--- src/rtl/ftlb_pkg.sv ---
package ftlb_pkg;
    localparam int VA_W   = 32;
    localparam int PA_W   = 29;
    localparam int ASID_W = 8;
    localparam int PG_LSB = 10;
    localparam int NSLOT  = 4;
    localparam int ORD_W  = 6;
    localparam int CTL_W  = 8;
    localparam int VPN_W  = VA_W - PG_LSB;
    localparam int PPN_W  = PA_W - PG_LSB;
    localparam int SLOT_W = $clog2(NSLOT);

    typedef logic [SLOT_W-1:0] slot_t;
    typedef logic [ORD_W-1:0]  order_t;

    typedef enum logic [1:0] {
        PG_1K  = 2'd0,
        PG_4K  = 2'd1,
        PG_64K = 2'd2,
        PG_1M  = 2'd3
    } pgsz_e;

    typedef struct packed {
        logic              vld;
        logic              shr;
        logic [ASID_W-1:0] asid;
        logic [VPN_W-1:0]  vpn;
        logic [PPN_W-1:0]  ppn;
        pgsz_e             size;
    } tlb_ent_t;

    // number of page-number bits that fall inside the page offset
    function automatic int unsigned pg_extra(pgsz_e s);
        case (s)
            PG_1K:   return 0;
            PG_4K:   return 2;
            PG_64K:  return 6;
            default: return 10;
        endcase
    endfunction

    // order-field bit 5 maps to control bit 31, bit 0 to control bit 26
    function automatic order_t ord_touch(order_t st, slot_t s);
        case (s)
            2'd0:    return st & 6'b000111;
            2'd1:    return (st & 6'b111001) | 6'b100000;
            2'd2:    return (st & 6'b111110) | 6'b010100;
            default: return st | 6'b001011;
        endcase
    endfunction

    // returns {illegal, victim}
    function automatic logic [SLOT_W:0] ord_pick(order_t st);
        if (st[5:3] == 3'b111)                 return {1'b0, 2'd0};
        else if (!st[5] && st[2] && st[1])     return {1'b0, 2'd1};
        else if (!st[4] && !st[2] && st[0])    return {1'b0, 2'd2};
        else if (!st[3] && !st[1] && !st[0])   return {1'b0, 2'd3};
        else                                   return {1'b1, 2'd0};
    endfunction
endpackage

--- src/rtl/ftlb_way.sv ---
module ftlb_way
    import ftlb_pkg::*;
(
    input  logic              clk,
    input  logic              rst,
    input  logic              wr_en,
    input  tlb_ent_t          wr_ent,
    input  logic [VA_W-1:0]   va,
    input  logic [ASID_W-1:0] asid,
    input  logic              asid_chk,
    output logic              match,
    output logic [PA_W-1:0]   pa
);
    tlb_ent_t         ent;
    logic [VPN_W-1:0] keep;
    logic             tag_ok;

    always_ff @(posedge clk) begin
        if (rst)        ent <= '0;
        else if (wr_en) ent <= wr_ent;
    end

    always_comb begin
        keep   = {VPN_W{1'b1}} << pg_extra(ent.size);
        tag_ok = ent.shr | ~asid_chk | (ent.asid == asid);
        match  = ent.vld & tag_ok &
                 (((va[VA_W-1:PG_LSB] ^ ent.vpn) & keep) == '0);
        pa     = {(ent.ppn & keep[PPN_W-1:0]) |
                  (va[PA_W-1:PG_LSB] & ~keep[PPN_W-1:0]),
                  va[PG_LSB-1:0]};
    end
endmodule

--- src/rtl/ftlb_order.sv ---
module ftlb_order
    import ftlb_pkg::*;
(
    input  logic             clk,
    input  logic             rst,
    input  logic             ctl_we,
    input  logic [CTL_W-1:0] ctl_wd,
    input  logic             touch_en,
    input  slot_t            touch_slot,
    input  logic             fill_en,
    output logic [CTL_W-1:0] ctl_q,
    output slot_t            victim,
    output logic             err
);
    localparam int KEEP_W = CTL_W - ORD_W;

    logic [CTL_W-1:0] ctl_r;
    logic             bad;
    order_t           cur;

    assign cur           = ctl_r[CTL_W-1:KEEP_W];
    assign {bad, victim} = ord_pick(cur);
    assign ctl_q         = ctl_r;

    always_ff @(posedge clk) begin
        if (rst) begin
            ctl_r <= '0;
            err   <= 1'b0;
        end else begin
            if (ctl_we)
                ctl_r <= ctl_wd;
            else if (fill_en)
                ctl_r <= {ord_touch(cur, victim), ctl_r[KEEP_W-1:0]};
            else if (touch_en)
                ctl_r <= {ord_touch(cur, touch_slot), ctl_r[KEEP_W-1:0]};
            if (fill_en && bad)
                err <= 1'b1;
        end
    end
endmodule

--- src/rtl/fetch_tlb4.sv ---
module fetch_tlb4
    import ftlb_pkg::*;
(
    input  logic              clk,
    input  logic              rst,
    input  logic              lk_valid,
    input  logic [VA_W-1:0]   lk_vaddr,
    input  logic [ASID_W-1:0] lk_asid,
    input  logic              lk_asid_chk,
    output logic              lk_hit,
    output logic              lk_miss,
    output logic              lk_multi,
    output logic [SLOT_W-1:0] lk_slot,
    output logic [PA_W-1:0]   lk_paddr,
    input  logic              rf_valid,
    input  logic [VPN_W-1:0]  rf_vpn,
    input  logic [ASID_W-1:0] rf_asid,
    input  logic [PPN_W-1:0]  rf_ppn,
    input  logic [1:0]        rf_size,
    input  logic              rf_shared,
    input  logic              rf_vld,
    output logic [SLOT_W-1:0] rf_slot,
    input  logic              ctl_we,
    input  logic [CTL_W-1:0]  ctl_wdata,
    output logic [CTL_W-1:0]  ctl_rdata,
    output logic              lru_err
);
    logic [NSLOT-1:0] hits;
    logic [PA_W-1:0]  way_pa [NSLOT];
    tlb_ent_t         fill_ent;
    slot_t            victim;
    slot_t            sel;
    int unsigned      nhit;

    assign fill_ent = '{vld: rf_vld, shr: rf_shared, asid: rf_asid,
                        vpn: rf_vpn, ppn: rf_ppn, size: pgsz_e'(rf_size)};

    for (genvar g = 0; g < NSLOT; g++) begin : g_way
        ftlb_way u_way (
            .clk      (clk),
            .rst      (rst),
            .wr_en    (rf_valid && (victim == slot_t'(g))),
            .wr_ent   (fill_ent),
            .va       (lk_vaddr),
            .asid     (lk_asid),
            .asid_chk (lk_asid_chk),
            .match    (hits[g]),
            .pa       (way_pa[g])
        );
    end

    always_comb begin
        nhit = $countones(hits);
        sel  = '0;
        for (int i = NSLOT - 1; i >= 0; i--)
            if (hits[i]) sel = slot_t'(i);
        lk_hit   = lk_valid && (nhit == 1);
        lk_miss  = lk_valid && (nhit == 0);
        lk_multi = lk_valid && (nhit > 1);
        lk_slot  = lk_hit ? sel : '0;
        lk_paddr = lk_hit ? way_pa[sel] : '0;
    end

    ftlb_order u_order (
        .clk        (clk),
        .rst        (rst),
        .ctl_we     (ctl_we),
        .ctl_wd     (ctl_wdata),
        .touch_en   (lk_hit),
        .touch_slot (sel),
        .fill_en    (rf_valid),
        .ctl_q      (ctl_rdata),
        .victim     (victim),
        .err        (lru_err)
    );

    assign rf_slot = victim;
endmodule

--- config.mk ---
export PLATFORM = sky130hd
export DESIGN_NAME = fetch_tlb4
export DESIGN_NICKNAME = d
export VERILOG_FILES = /design/src/rtl/ftlb_pkg.sv /design/src/rtl/ftlb_way.sv /design/src/rtl/ftlb_order.sv /design/src/rtl/fetch_tlb4.sv
export SDC_FILE = /design/constraint.sdc
export NUM_CORES = 1
export LEC_CHECK = 0
export ABC_CLOCK_PERIOD_IN_PS = 5800
export BUFFER_PORTS_ARGS = -buffer_cell sky130_fd_sc_hd__buf_2
export CORE_ASPECT_RATIO = 1.25
export CORE_MARGIN = 2
export CORE_UTILIZATION = 52
export CTS_BUF_LIST = sky130_fd_sc_hd__clkbuf_4 sky130_fd_sc_hd__clkbuf_8 sky130_fd_sc_hd__clkbuf_16
export CTS_CLUSTER_DIAMETER = 120
export DETAILED_ROUTE_END_ITERATION = 8
export PLACE_DENSITY = 0.88
export SYNTH_ARGS = -nofsm -noshare
export SYNTH_HDL_FRONTEND = slang
export SYNTH_SLANG_ARGS = --single-unit
--- constraint.sdc ---
create_clock -name clk -period 5.8 [get_ports clk]
set_clock_uncertainty 0.2 [all_clocks]
set_input_delay 1.16 -clock clk [delete_from_list [all_inputs] [get_ports clk]]
set_output_delay 1.16 -clock clk [all_outputs]
set_load 0.01 [all_outputs]
==> results of run 1 <==
[kinds of logic after synthesis]
kind of cell,share of synthesized area
buffers and inverters,0.04805
AOI/OAI and AO/OA,0.1730
DFF,0.4084
muxes,0.03188
adders and majority gates,0.01340
xor gates and xnor gates,0.09702
and+or+nand+nor,0.2282
[repair_timing]
action / 4_1_cts / 5_1_grt
buffers inserted: 0 / 2
endpoints found under the hold margin: 0 / 0
pin swaps: 3 / 3
endpoints found under the setup margin: 14 / 20
resized for setup: 9 / 28
[flip-flops by register name, indices dropped and copies added (netlist names)]
register	flops
u_order.err	1
g_way.u_way.ent	212
u_order.ctl_q	8
[area by class of cell]
class | instances | area (µm²) | share of cell area
flip-flops and latches | 221 | 4424 | 0.3401
well taps | 274 | 342.8 | 0.02636
multi-input cells | 1082 | 6168 | 0.4742
repair buffers | 212 | 1236 | 0.09504
inverters | 17 | 68.82 | 0.005290
diodes | 5 | 12.51 | 0.0009619
clock buffers | 28 | 603.1 | 0.04636
clock inverters | 9 | 151.4 | 0.01164
[critical path: stages]
cell,delay [ns]
sky130_fd_sc_hd__buf_2,0.15
sky130_fd_sc_hd__xnor2_1,0.22
sky130_fd_sc_hd__nand3_1,0.16
sky130_fd_sc_hd__nor4_2,0.29
sky130_fd_sc_hd__buf_4,0.15
sky130_fd_sc_hd__and3_4,0.18
sky130_fd_sc_hd__inv_2,0.05
sky130_fd_sc_hd__fa_1,0.50
sky130_fd_sc_hd__inv_1,0.07
sky130_fd_sc_hd__ha_4,0.16
sky130_fd_sc_hd__inv_2,0.06
sky130_fd_sc_hd__ha_4,0.21
sky130_fd_sc_hd__nor2_4,0.11
sky130_fd_sc_hd__nand3_4,0.09
sky130_fd_sc_hd__clkinv_4,0.08
sky130_fd_sc_hd__o221a_2,0.16
sky130_fd_sc_hd__o41ai_1,0.07
sky130_fd_sc_hd__a311oi_1,0.33
sky130_fd_sc_hd__buf_2,0.20
[report_power, final]
| group | total [mW] | internal, mW | switching, mW |
|---|---|---|---|
| logic | 0.582 | 0.217 | 0.365 |
| clock network | 1.51 | 0.910 | 0.601 |
| registers | 1.68 | 1.61 | 0.0703 |
| total | 3.77 | 2.73 | 1.04 |
[cell usage in the layout, fill, tap and decap left out, types with 16 or more instances in the layout]
cell	instances
sky130_fd_sc_hd__buf_4	59
sky130_fd_sc_hd__nand4_1	29
sky130_fd_sc_hd__xnor2_1	93
sky130_fd_sc_hd__a21oi_1	245
sky130_fd_sc_hd__xnor2_2	17
sky130_fd_sc_hd__and2_1	16
sky130_fd_sc_hd__nand2_1	455
sky130_fd_sc_hd__buf_2	150
sky130_fd_sc_hd__dfxtp_1	221
sky130_fd_sc_hd__clkbuf_16	21
sky130_fd_sc_hd__nor2_1	16
sky130_fd_sc_hd__mux2i_1	21
sky130_fd_sc_hd__o21ai_0	19
[worst min path at each step]
stage / startpoint / end / slack (ns) / cells past startpoint
after floorplan: g_way[3].u_way.ent[10]$_SDFFE_PP0P_ / g_way[3].u_way.ent[10]$_SDFFE_PP0P_ / 0.23 / 2
after global placement: g_way[1].u_way.ent[4]$_SDFFE_PP0P_ / g_way[1].u_way.ent[4]$_SDFFE_PP0P_ / 0.24 / 2
after detailed placement: g_way[1].u_way.ent[11]$_SDFFE_PP0P_ / g_way[1].u_way.ent[11]$_SDFFE_PP0P_ / 0.25 / 2
after CTS: g_way[1].u_way.ent[20]$_SDFFE_PP0P_ / g_way[1].u_way.ent[20]$_SDFFE_PP0P_ / 0.26 / 2
after global routing: g_way[2].u_way.ent[14]$_SDFFE_PP0P_ / g_way[2].u_way.ent[14]$_SDFFE_PP0P_ / 0.27 / 2
final: g_way[1].u_way.ent[20]$_SDFFE_PP0P_ / g_way[1].u_way.ent[20]$_SDFFE_PP0P_ / 0.26 / 2
[per-stage QoR]
step / power, mW / cell area (µm²) / setup TNS, ns / setup slack, ns / hold slack [ns]
after detailed placement: 2.249 / 11970 / -0.1613 / -0.07539 / 0.2465
final: 3.770 / 13010 / 0 / 0.01863 / 0.2556
after CTS: 3.733 / 12790 / 0 / 0.001010 / 0.2556
after global routing: 3.884 / 13000 / -0.05683 / -0.02117 / 0.2724
after floorplan: 2.045 / 10860 / 0 / 0.01653 / 0.2329
after global placement: 2.228 / 11970 / 0 / 0.001104 / 0.2397
[metal layers]
| layer | track usage | routed length, µm | up-vias |
|---|---|---|---|
| met5 | 0 | 13 | - |
| met4 | 0.1712 | 2158 | 2 |
| met3 | 0.04823 | 3265 | 179 |
| met2 | 0.5181 | 16760 | 701 |
| met1 | 0.3582 | 13000 | 5132 |
| li1 | - | - | 5053 |
==> flow_metrics.env, run 1 <==
export IMPL_timing_hold_worst_class="reg2reg"
export IMPL_rows=59
export IMPL_cellPowerDensity_nw_per_um2=289.8
export IMPL_drcViolationCount=0
export IMPL_start_util=0.5260
export IMPL_worst_ir_drop_vdd_mv=0.1885
export IMPL_crit_start="lk_vaddr[28]"
export IMPL_routed_wl_um=35200
export IMPL_gp_routability_congestion=1.038
export IMPL_synth_net_count=1553
export IMPL_design_core_area_um2=20600
export IMPL_synth_yosys_seq_area_share=0.4084
export IMPL_clk_latency_worst_skew_pair_ns=0.51
export IMPL_slew_limit_headroom=0.2910
export IMPL_slew_violations=0
export IMPL_gr_usage_all_layers=0.3006
export IMPL_critical_path_arrival_ns=4.42
export IMPL_shortest_period_the_worst_path_allows_ns=5.781
export IMPL_dp_hpwl_um=23570
export IMPL_final_antenna_net_count=0
export IMPL_post_synth_inst_count=1435
export IMPL_largest_net_degree_at_the_start_of_global_routing=140
export IMPL_placedCellCount=1804
export IMPL_final_period_utilization=0.9968
export IMPL_critPathMaxFanout=5
export IMPL_io_pin_count=152
export IMPL_synth_top_cells_by_area="sky130_fd_sc_hd__dfxtp_1 41%, sky130_fd_sc_hd__nand2_1 16%, sky130_fd_sc_hd__a21oi_1 11%"
export IMPL_detail_route_wl_per_cell_um=19.05
export IMPL_timing_worst_slew_pin_value_ns=1.063
export IMPL_cts_hold_buf=0
export IMPL_yosys_top_cells_count="459 x sky130_fd_sc_hd__nand2_1, 245 x sky130_fd_sc_hd__a21oi_1, 221 x sky130_fd_sc_hd__dfxtp_1, 112 x sky130_fd_sc_hd__xnor2_1, 98 x sky130_fd_sc_hd__clkbuf_1"
export IMPL_hold_violations_final=0
export IMPL_finish_utilization=0.6316
export IMPL_fp_dieH_um=165.4
export IMPL_worstReg2RegStart="g_way[3].u_way.ent[1]$_SDFFE_PP0P_"
export IMPL_ys_types=56
export IMPL_ff2ff_setup_slack_ns=1.46
export IMPL_synthesis_area_um2=10830
export IMPL_root_cell_of_the_clock_tree="sky130_fd_sc_hd__clkbuf_16"
export IMPL_cts_buffer_depth=3
export IMPL_drt_pre_antenna_iters=7
export IMPL_endpoint_of_the_worst_slack_reg_to_reg_timing_path="u_order.ctl_q[6]$_SDFFE_PP0P_"
export IMPL_antenna_found_initial=5
export IMPL_die_area_um2=22010
export IMPL_via_count=11067
export IMPL_start_kind="input port"
export IMPL_setup_viol_count_final=0
export IMPL_globalRoute_totalOverflow=0
export IMPL_fill_cells=1619
export IMPL_postSynth_asyncResetShare=0
export IMPL_die_w_um=133.1
export IMPL_yosysTopAreaCellShare=0.4084
export IMPL_synthFlopType="sky130_fd_sc_hd__dfxtp_1"
export IMPL_grt_pass1_wl_um=52990
export IMPL_grt_pass1_vias=10235
export IMPL_max_cap_violations=0
export IMPL_clkSlewWorstSetupHoldPaths_ns=0.06
export IMPL_synthDominantAreaCellType="sky130_fd_sc_hd__dfxtp_1"
export IMPL_criticalPathCategory="in2out"
export IMPL_fin_cells=1848
export IMPL_synth_most_common_cell="sky130_fd_sc_hd__nand2_1"
export IMPL_area_growth_pct=20.07
export IMPL_buffer_ports_inserted=151
export IMPL_cts_buffers_inserted=21
export IMPL_drc_marker_count_from_the_first_detailed_route_iteration=1433
export IMPL_critical_path_end_type="output port"
export IMPL_drive_above_1_share=0.2008
export IMPL_worstPathRequired_ns=4.44
export IMPL_cellLeakagePower_nw=4.899
export IMPL_outcome="completed"
export IMPL_count_of_state_elements_after_synthesis=221
export IMPL_max_freq_mhz=173.0
export IMPL_synth_avg_cell_area_um2=7.549
export IMPL_cts_tree="built"
export IMPL_cts_sinks=221
export IMPL_htree_levels=1
export IMPL_r2r_worst_path_cells=18
export IMPL_vias_per_cell=5.989
export IMPL_synth_edf_count=0
export IMPL_yosys_warnings=0
export IMPL_finalNetCount=1673
export IMPL_critical_path_sink="lk_paddr[10]"
Note: power is estimated with default switching activity, not from simulation.
==> run 2: changes to the inputs <==
GPL_TIMING_DRIVEN = 0   (was unset)
==> run 2 against run 1 <==
Net effect: the run now ends with DRC, setup timing left; routed wire length up 19%; design area rose by 4.5%; via count up 9.3%; power is 1.6% higher; hold slack lost 0.0017 ns; sequential power about the same; non-clock buffer count is 55 higher; sequential share of layout area fell by 1.5 points; utilization grew 2.8 points.
==> flow_metrics.env, run 2 (synthesized netlist as in run 1, its figures left out) <==
export IMPL_timing_worst_slew_pin_value_ns=1.024
export IMPL_drive_above_1_share=0.1979
export IMPL_slew_violations=0
export IMPL_largest_register="g_way.u_way.ent"
export IMPL_placedCellCount=1827
export IMPL_critPathMaxFanout=7
export IMPL_detail_route_wl_per_cell_um=21.95
export IMPL_globalRoute_totalOverflow=0
export IMPL_grt_pass1_wl_um=58840
export IMPL_cts_buffer_depth=3
export IMPL_num_antenna_cells=0
export IMPL_rows=59
export IMPL_cts_buffers_inserted=22
export IMPL_clock_power_share=0.387
export IMPL_finalSetupTns_ns=-2.324
export IMPL_fp_dieH_um=165.4
export IMPL_cellPowerDensity_nw_per_um2=281.8
export IMPL_buffer_ports_inserted=118
export IMPL_cts_tree="built"
export IMPL_slew_limit_headroom=0.3108
export IMPL_clk_latency_worst_skew_pair_ns=0.51
export IMPL_start_util=0.5260
export IMPL_rsz0062_at_grt="true"
export IMPL_routed_wl_um=41720
export IMPL_die_w_um=133.1
export IMPL_die_area_um2=22010
export IMPL_final_antenna_net_count=0
export IMPL_critical_path_arrival_ns=4.69
export IMPL_wl_met1_um=13690
export IMPL_gr_usage_all_layers=0.3404
export IMPL_htree_levels=1
export IMPL_pre_cts_slack_ns=-0.9738
export IMPL_finalNetCount=1729
export IMPL_vias_per_cell=6.360
export IMPL_dp_hpwl_um=25420
export IMPL_fin_cells=1901
export IMPL_violations="DRC, setup timing"
export IMPL_internal_power_mw=2.697
export IMPL_final_setup_worst_slack_ns=-0.2452
export IMPL_largest_net_degree_at_the_start_of_global_routing=16
export IMPL_gp_routability_congestion=0.9640
export IMPL_setup_viol_count_final=21
export IMPL_max_cap_violations=0
export IMPL_timing_hold_worst_class="reg2reg"
export IMPL_area_growth_pct=25.46
export IMPL_most_frequent_standard_cell_in_the_layout_excluding_fill_and_tap_cells="sky130_fd_sc_hd__nand2_1"
export IMPL_cellLeakagePower_nw=5.074
export IMPL_worstPathRequired_ns=4.44
export IMPL_via_count=12091
export IMPL_power_switching_mw=1.133
export IMPL_highest_layer="met5"
export IMPL_drcViolationCount=9
export IMPL_grt_pass1_vias=11279
export IMPL_drc_marker_count_from_the_first_detailed_route_iteration=1949
export IMPL_max_freq_mhz=165.4
export IMPL_design_core_area_um2=20600
export IMPL_io_pin_count=152
export IMPL_p_seq_frac=0.438
export IMPL_power_share_switching=0.2958
export IMPL_hold_violations_final=0
export IMPL_worst_ir_drop_vdd_mv=0.2138
export IMPL_outcome="finished, violations left"
export IMPL_met2RoutedLength_um=18160
export IMPL_layout_common_cells="458 x sky130_fd_sc_hd__nand2_1, 243 x sky130_fd_sc_hd__a21oi_1, 221 x sky130_fd_sc_hd__dfxtp_1"
export IMPL_start_kind="input port"
export IMPL_cts_hold_buf=0
export IMPL_critical_path_end_type="output port"
export IMPL_largest_register_ff_count=212
export IMPL_antenna_found_initial=1
export IMPL_root_cell_of_the_clock_tree="sky130_fd_sc_hd__clkbuf_16"
export IMPL_final_period_utilization=1.042
export IMPL_routed_wl_met3_um=5675
export IMPL_drt_pre_antenna_iters=9
export IMPL_power_frac_comb=0.174
export IMPL_criticalPathCategory="in2out"
export IMPL_clkSlewWorstSetupHoldPaths_ns=0.06
export IMPL_cts_sinks=221
export IMPL_shortest_period_the_worst_path_allows_ns=6.045
[run 2: per-layer routing]
metal,vias to the layer above,track usage
li1,5177,-
met1,5442,0.3831
met2,1082,0.5662
met3,388,0.08486
met4,2,0.2452
met5,-,0
[run 2: layout make-up]
cell class	count	area, µm²
Tap cell	274	342.8
Buffer	112	615.6
Timing Repair Buffer	155	900.9
Sequential cell	221	4424
Clock inverter	10	88.84
Clock buffer	30	659.4
Multi-Input combinational cell	1082	6475
Inverter	17	83.83
Fill cell	1448	7005
[run 2: timing repair]
item / CTS / global route
pin swaps: 22 / 24
gates resized for setup: 101 / 75
endpoints found under the setup margin: 33 / 31
buffers inserted: 26 / 11
[run 2: critical path, stage by stage]
cell	delay [ns]
sky130_fd_sc_hd__clkbuf_8	0.15
sky130_fd_sc_hd__xnor2_1	0.33
sky130_fd_sc_hd__nand4_1	0.18
sky130_fd_sc_hd__nor4b_1	0.41
sky130_fd_sc_hd__nand4_1	0.46
sky130_fd_sc_hd__inv_2	0.31
sky130_fd_sc_hd__ha_2	0.23
sky130_fd_sc_hd__inv_2	0.05
sky130_fd_sc_hd__ha_4	0.24
sky130_fd_sc_hd__nor2_4	0.13
sky130_fd_sc_hd__nand3_4	0.10
sky130_fd_sc_hd__clkinv_4	0.09
sky130_fd_sc_hd__o221a_2	0.19
sky130_fd_sc_hd__o41ai_1	0.09
sky130_fd_sc_hd__a311oi_2	0.36
sky130_fd_sc_hd__buf_2	0.21
[run 2: power by group through the flow]
stage | combinational [mW] | clock, mW | sequential (mW)
final | 0.667 | 1.48 | 1.68
after global routing | 0.702 | 1.54 | 1.68
after CTS | 0.594 | 1.47 | 1.67
after detailed placement | 0.539 | 0 | 1.70
after global placement | 0.524 | 0 | 1.69
after floorplan | 0.361 | 0 | 1.68
[run 2: final timing paths]
check	start	endpoint	slack, ns	depth (start not counted)
setup / recovery	lk_vaddr[21]	lk_paddr[11]	-0.25	16
hold / removal	g_way[1].u_way.ent[12]$_SDFFE_PP0P_	g_way[1].u_way.ent[12]$_SDFFE_PP0P_	0.25	2
setup reg to reg	g_way[0].u_way.ent[1]$_SDFFE_PP0P_	u_order.ctl_q[6]$_SDFFE_PP0P_	1.22	18
hold reg to reg	g_way[1].u_way.ent[12]$_SDFFE_PP0P_	g_way[1].u_way.ent[12]$_SDFFE_PP0P_	0.25	2
[run 2: stage by stage]
stage / total power, mW / instance area, µm² / hold WS (ns) / utilization
3_3_place_gp: 2.217 / 11790 / 0.2393 / 0.5724
3_5_place_dp: 2.235 / 11790 / 0.2463 / 0.5724
5_1_grt: 3.931 / 13590 / 0.2687 / 0.6599
2_1_floorplan: 2.045 / 10860 / 0.2329 / -
4_1_cts: 3.727 / 13260 / 0.2551 / 0.6440
6_report: 3.829 / 13590 / 0.2539 / 0.6599
